--- config.mk ---
export PLATFORM = sky130hd
export DESIGN_NAME = tmr8_presc
export DESIGN_NICKNAME = d
export VERILOG_FILES = /design/src/rtl/tmr8_presc.sv
export SDC_FILE = /design/constraint.sdc
export NUM_CORES = 1
export LEC_CHECK = 0
export BUFFER_PORTS_ARGS = -buffer_cell sky130_fd_sc_hd__buf_2
export CORE_ASPECT_RATIO = 0.75
export CORE_UTILIZATION = 30
export CTS_CLUSTER_DIAMETER = 50
export CTS_CLUSTER_SIZE = 30
export DETAILED_ROUTE_END_ITERATION = 6
export GPL_ROUTABILITY_DRIVEN = 0
export PLACE_DENSITY = 0.51
export SKIP_LAST_GASP = 1
export SYNTH_ARGS = -nofsm -noshare
export SYNTH_HDL_FRONTEND = slang
export SYNTH_SLANG_ARGS = --single-unit
--- constraint.sdc ---
create_clock -name clk -period 2.5 [get_ports clk]
set_input_delay 0 -clock clk [delete_from_list [all_inputs] [get_ports clk]]
set_output_delay 0 -clock clk [all_outputs]
set_load 0.005 [all_outputs]
--- src/rtl/tmr8_presc.sv ---
module tmr8_presc #(
  parameter int CNT_W       = 8,
  parameter int SEL_W       = 3,
  parameter int PHASE_W     = 2,
  parameter int HOLD_TICKS  = 2,
  parameter int SYNC_STAGES = 2
) (
  input  logic             clk,
  input  logic             rst_n,
  input  logic             cfg_ext_mode,
  input  logic             cfg_fall_edge,
  input  logic             cfg_psc_on,
  input  logic [SEL_W-1:0] cfg_psc_sel,
  input  logic             ext_clk,
  input  logic             wr_en,
  input  logic [CNT_W-1:0] wr_data,
  output logic [CNT_W-1:0] rd_data,
  output logic             ovf_pulse
);

  localparam int PSC_W  = 1 << SEL_W;
  localparam int HOLD_W = $clog2(HOLD_TICKS + 1);

  logic [PHASE_W-1:0]   phase_q;
  logic [SYNC_STAGES:0] sync_q;
  logic [PSC_W-1:0]     psc_q;
  logic [CNT_W-1:0]     cnt_q;
  logic [HOLD_W-1:0]    hold_q;
  logic                 ovf_q;

  logic             instr_tick, ext_rise, ext_fall, src_evt, live_evt, cnt_inc;
  logic [PSC_W-1:0] psc_mask;

  assign instr_tick = &phase_q;
  assign ext_rise   = sync_q[SYNC_STAGES-1] & ~sync_q[SYNC_STAGES];
  assign ext_fall   = ~sync_q[SYNC_STAGES-1] & sync_q[SYNC_STAGES];
  assign src_evt    = cfg_ext_mode ? (cfg_fall_edge ? ext_fall : ext_rise) : instr_tick;
  assign live_evt   = src_evt && (hold_q == '0);
  assign psc_mask   = PSC_W'((32'd2 << cfg_psc_sel) - 32'd1);
  assign cnt_inc    = live_evt && (!cfg_psc_on || ((psc_q & psc_mask) == psc_mask));

  always_ff @(posedge clk or negedge rst_n) begin
    if (!rst_n) begin
      phase_q <= '0;
      sync_q  <= '0;
      psc_q   <= '0;
      cnt_q   <= '0;
      hold_q  <= '0;
      ovf_q   <= 1'b0;
    end else begin
      phase_q <= phase_q + 1'b1;
      sync_q  <= {sync_q[SYNC_STAGES-1:0], ext_clk};
      ovf_q   <= 1'b0;
      if (wr_en) begin
        cnt_q  <= wr_data;
        psc_q  <= '0;
        hold_q <= HOLD_W'(HOLD_TICKS);
      end else begin
        if (hold_q != '0 && instr_tick) hold_q <= hold_q - 1'b1;
        if (live_evt && cfg_psc_on) psc_q <= psc_q + 1'b1;
        if (cnt_inc) begin
          cnt_q <= cnt_q + 1'b1;
          ovf_q <= &cnt_q;
        end
      end
    end
  end

  assign rd_data   = cnt_q;
  assign ovf_pulse = ovf_q;

  assert_ovf_zero_R9: assert property (@(posedge clk) disable iff (!rst_n)
    ovf_q |-> cnt_q == '0);
  assert_ovf_single_R9: assert property (@(posedge clk) disable iff (!rst_n)
    ovf_q |=> !ovf_q);
  assert_write_load_R7: assert property (@(posedge clk) disable iff (!rst_n)
    wr_en |=> (cnt_q == $past(wr_data)) && (psc_q == '0) && !ovf_q);
  assert_hold_freeze_R8: assert property (@(posedge clk) disable iff (!rst_n)
    (hold_q != '0 && !wr_en) |=> cnt_q == $past(cnt_q));
  assert_single_step_R3: assert property (@(posedge clk) disable iff (!rst_n)
    !wr_en |=> (cnt_q == $past(cnt_q)) || (cnt_q == $past(cnt_q) + 1'b1));
  assert_timer_grid_R2: assert property (@(posedge clk) disable iff (!rst_n)
    (!cfg_ext_mode && !wr_en && !instr_tick) |=> $stable(cnt_q));

endmodule

==> run summary <==
antenna violations before repair = 0
final clock period utilization by the worst path = 0.895
worst r2r src = sync_q[2]$_DFF_PN0_
top-area cell type share of the netlist area = 0.434
top post-synthesis cells by area = sky130_fd_sc_hd__dfrtp_1 (43%), sky130_fd_sc_hd__nor2_1 (5.2%), sky130_fd_sc_hd__ha_1 (4.5%), sky130_fd_sc_hd__xor2_1 (3.8%), sky130_fd_sc_hd__nand4_1 (3.2%)
critical path capture point type = register
fill cell count = 435
Final Hold Slack = 0.0456 ns
final cell count without fillers = 235
Critical Path, Cell by Cell = or3b_4, a31o_1, or3_1, or4_1, a31oi_1
unrepaired setup endpoints after global routing = no
Crit. Startpoint = sync_q[2]$_DFF_PN0_
largest stage delay on the critical path = 0.49 ns
main combinational cell family by area after synthesis = simple AND/OR/NAND/NOR gates
overall routed net length = 3170 um
Worst VDD drop = 0.382 mV
Post-synth EDFFs = 0
largest net degree at the start of global routing = 25
clk_lat worst skew = 0.27 ns
Die Span Y = 60.8 um
reg-to-reg endpoint = rd_data[3]$_DFFE_PN0P_
CTS max path bufs = 2
Relative slew margins = 0.587
actual slew at the worst max-slew pin = 0.619 ns
distinct cell type count after synthesis = 42
flop2flop setup slack = 0.26 ns
post-synthesis net count = 168
GRT Overall Usage = 0.142
clock network fraction of total power = 0.383
TritonCTS clock tree = yes
reported max-cap violation count = 0
critical setup path kind = register to register
Mapped Area = 1380 um2
Top delay family on crit path = simple AND/OR/NAND/NOR gates
DIE AREA = 4890 um2
number of remaining DRC errors = 0
starting DRC count in detailed routing = 59
routed len/inst = 13.5 um
Synth Instances = 145
boundary pin count = 27
share of synthesized registers carrying an async set or reset = 1.00
mux contribution to synthesized area = 0.0289
cell with the largest stage delay on the worst path = sky130_fd_sc_hd__or4_1
sequential area share after synthesis = 0.434
area fraction in and, or, nand and nor cells after synthesis = 0.248
post-detailed-route via-to-cell ratio = 5.20
cell taking the most area after synthesis = sky130_fd_sc_hd__dfrtp_1
layout overhead on the synthesized area = 24.8%
most used flip-flop cell after synthesis = sky130_fd_sc_hd__dfrtp_1
count of final max-slew check failures = 0
total internal power = 0.678 mW
wire length of the first global-routing pass = 5290 um
net count of the finished layout = 204
Buffers & Inverters on Critical Path = 0
critical path startpoint category = register
Combinational Power Share = 0.142
result of the run = complete, no violations
via count of the first global-routing pass = 1160
Sw Share = 0.239
P_leak = 0.771 nW
minimum clock period = 2.24 ns
share of final-layout standard cells stronger than drive strength 1 = 0.194
starting density of the core = 0.327
# rows = 20
Final Skew = 0.00738 ns
power density over the cells = 515 nW/um2
final sum of negative setup slack = 0 ns
antenna cells = 0
via count = 1223
final number of hold-violating endpoints = 0
Highest Clock Rate = 447 MHz
net load switching power = 0.212 mW
kind of path behind the tightest hold check = primary input to register
mean cell area of the mapped netlist = 9.54 um2
Setup Viol. Count Final = 0
CTS Sinks = 24
CORE AREA = 4230 um2
Resized Gates After CTS = 0
number of CTS-inserted buffers = 3
HPWL after DPL = 2330 um
Reg power frac = 0.474
count of cell instances traversed by the critical path = 5
HP Start = wr_data[6]
Overflow after GRT = 0
post-synthesis adder-cell area fraction = 0.0452
H-tree Lvls = 1
first-pass detailed-route iteration total = 4
count of input and output buffers = 26
xor/xnor share of the synthesized area = 0.0506
compound-cell area share of the yosys netlist = 0.151
Seq cells post-synth = 24
die outline width = 80.4 um
required time of the critical path = 2.70 ns
cell count after placement = 222
capture point of the critical path = rd_data[3]$_DFFE_PN0P_
Arrival @ worst endpoint = 2.43 ns
clock transition time at the flip-flop clock pins of the worst setup and hold paths = 0.09 ns
cell at the root of the clock tree = sky130_fd_sc_hd__clkbuf_8
depth of the worst register-to-register path = 5
Routed Antenna Nets = 0
largest fanout of any net on the critical path = 8
Synth warnings = 0
## layer usage
layer | global-route usage | up-vias | wire length (um)
li1 | - | 604 | -
met1 | 0.182 | 596 | 1560
met2 | 0.249 | 21 | 1480
met3 | 0.0361 | 2 | 121
met4 | 0.0204 | 0 | 13
met5 | 0 | - | 0
## Yosys cell counts, types with 3 or more instances
| library cell | instances |
|---|---|
| sky130_fd_sc_hd__a31oi_1 | 6 |
| sky130_fd_sc_hd__and3_1 | 3 |
| sky130_fd_sc_hd__dfrtp_1 | 24 |
| sky130_fd_sc_hd__ha_1 | 5 |
| sky130_fd_sc_hd__inv_1 | 7 |
| sky130_fd_sc_hd__mux2i_1 | 4 |
| sky130_fd_sc_hd__nand2_1 | 10 |
| sky130_fd_sc_hd__nand3_1 | 4 |
| sky130_fd_sc_hd__nand4_1 | 7 |
| sky130_fd_sc_hd__nor2_1 | 19 |
| sky130_fd_sc_hd__o211ai_1 | 3 |
| sky130_fd_sc_hd__o21ai_0 | 5 |
| sky130_fd_sc_hd__o31ai_1 | 3 |
| sky130_fd_sc_hd__or3_1 | 3 |
| sky130_fd_sc_hd__or4_1 | 3 |
| sky130_fd_sc_hd__xor2_1 | 6 |
## stage by stage
stage	setup WS (ns)	instance area (um2)	total power [mW]	utilization
after floorplan	0.256	1380	0.494	-
after global placement	0.245	1570	0.542	0.370
after detailed placement	0.168	1570	0.548	0.370
after CTS	0.255	1730	0.907	0.408
after global routing	0.115	1730	0.938	0.408
final	0.262	1730	0.890	0.408
## kinds of logic after synthesis
logic type / count (synthesis)
fa+ha+maj: 5
xor+xnor: 8
compound gates: 28
simple gates: 63
flops: 24
mux: 4
buf+inv: 13
## power groups by stage
stage | clock, mW | sequential [mW] | combinational [mW]
after floorplan | 0 | 0.427 | 0.0673
after global placement | 0 | 0.428 | 0.114
after detailed placement | 0 | 0.430 | 0.118
after CTS | 0.356 | 0.422 | 0.129
after global routing | 0.368 | 0.426 | 0.144
final | 0.341 | 0.422 | 0.127
## what timing repair did
item,in CTS,in global routing
hold buffers,9,0
endpoints found under the hold margin,32,0
setup buffers,0,0
## worst min-delay path, cell delays in order
cell	delay (ns)
sky130_fd_sc_hd__buf_2	0.09
sky130_fd_sc_hd__mux2i_1	0.06
sky130_fd_sc_hd__mux2i_1	0.12
## worst min path at each step
stage,end,depth (start not counted)
final,rd_data[6]$_DFFE_PN0P_,3
after global routing,rd_data[6]$_DFFE_PN0P_,3
after CTS,rd_data[6]$_DFFE_PN0P_,3
after detailed placement,rd_data[6]$_DFFE_PN0P_,1
after global placement,rd_data[6]$_DFFE_PN0P_,1
after floorplan,hold_q[0]$_DFFE_PN0P_,0
## sequential cells by signal, summed over array words and instances (netlist names)
| register | flops |
|---|---|
| phase_q | 2 |
| sync_q | 3 |
| psc_q | 8 |
| hold_q | 2 |
| ovf_pulse | 1 |
| rd_data | 8 |
## area by class of cell
cell class	count	area, um2	share of cell area
inverter	7	26.3	0.0152
multi-input combinational	108	724	0.420
sequential	24	601	0.348
timing repair buffer	37	235	0.136
clock buffer	3	41.3	0.0239
clock inverter	1	30.0	0.0174
tap	55	68.8	0.0399
## cell usage in the layout, fill, tap and decap left out, types with 2 or more instances in the layout
cell type	netlist	routed
sky130_fd_sc_hd__o21a_1	2	2
sky130_fd_sc_hd__a31oi_1	6	6
sky130_fd_sc_hd__buf_4	2	2
sky130_fd_sc_hd__buf_2	2	26
sky130_fd_sc_hd__o211ai_1	3	3
sky130_fd_sc_hd__nand4_1	7	7
sky130_fd_sc_hd__or4b_1	2	2
sky130_fd_sc_hd__mux2i_1	4	4
sky130_fd_sc_hd__dlygate4sd3_1	0	9
sky130_fd_sc_hd__o21ai_0	5	5
sky130_fd_sc_hd__dfrtp_1	24	24
sky130_fd_sc_hd__nand2_1	10	10
sky130_fd_sc_hd__nand2b_1	2	2
sky130_fd_sc_hd__xnor2_1	2	2
sky130_fd_sc_hd__nor2_1	19	19
sky130_fd_sc_hd__ha_1	5	5
sky130_fd_sc_hd__inv_1	7	7
sky130_fd_sc_hd__or3_1	3	3
sky130_fd_sc_hd__o31ai_1	3	3
sky130_fd_sc_hd__xor2_1	6	6
sky130_fd_sc_hd__and3_1	3	3
sky130_fd_sc_hd__or4_1	3	3
sky130_fd_sc_hd__clkbuf_8	0	3
sky130_fd_sc_hd__nand3_1	4	4
Power figures use the tool's default switching activity.
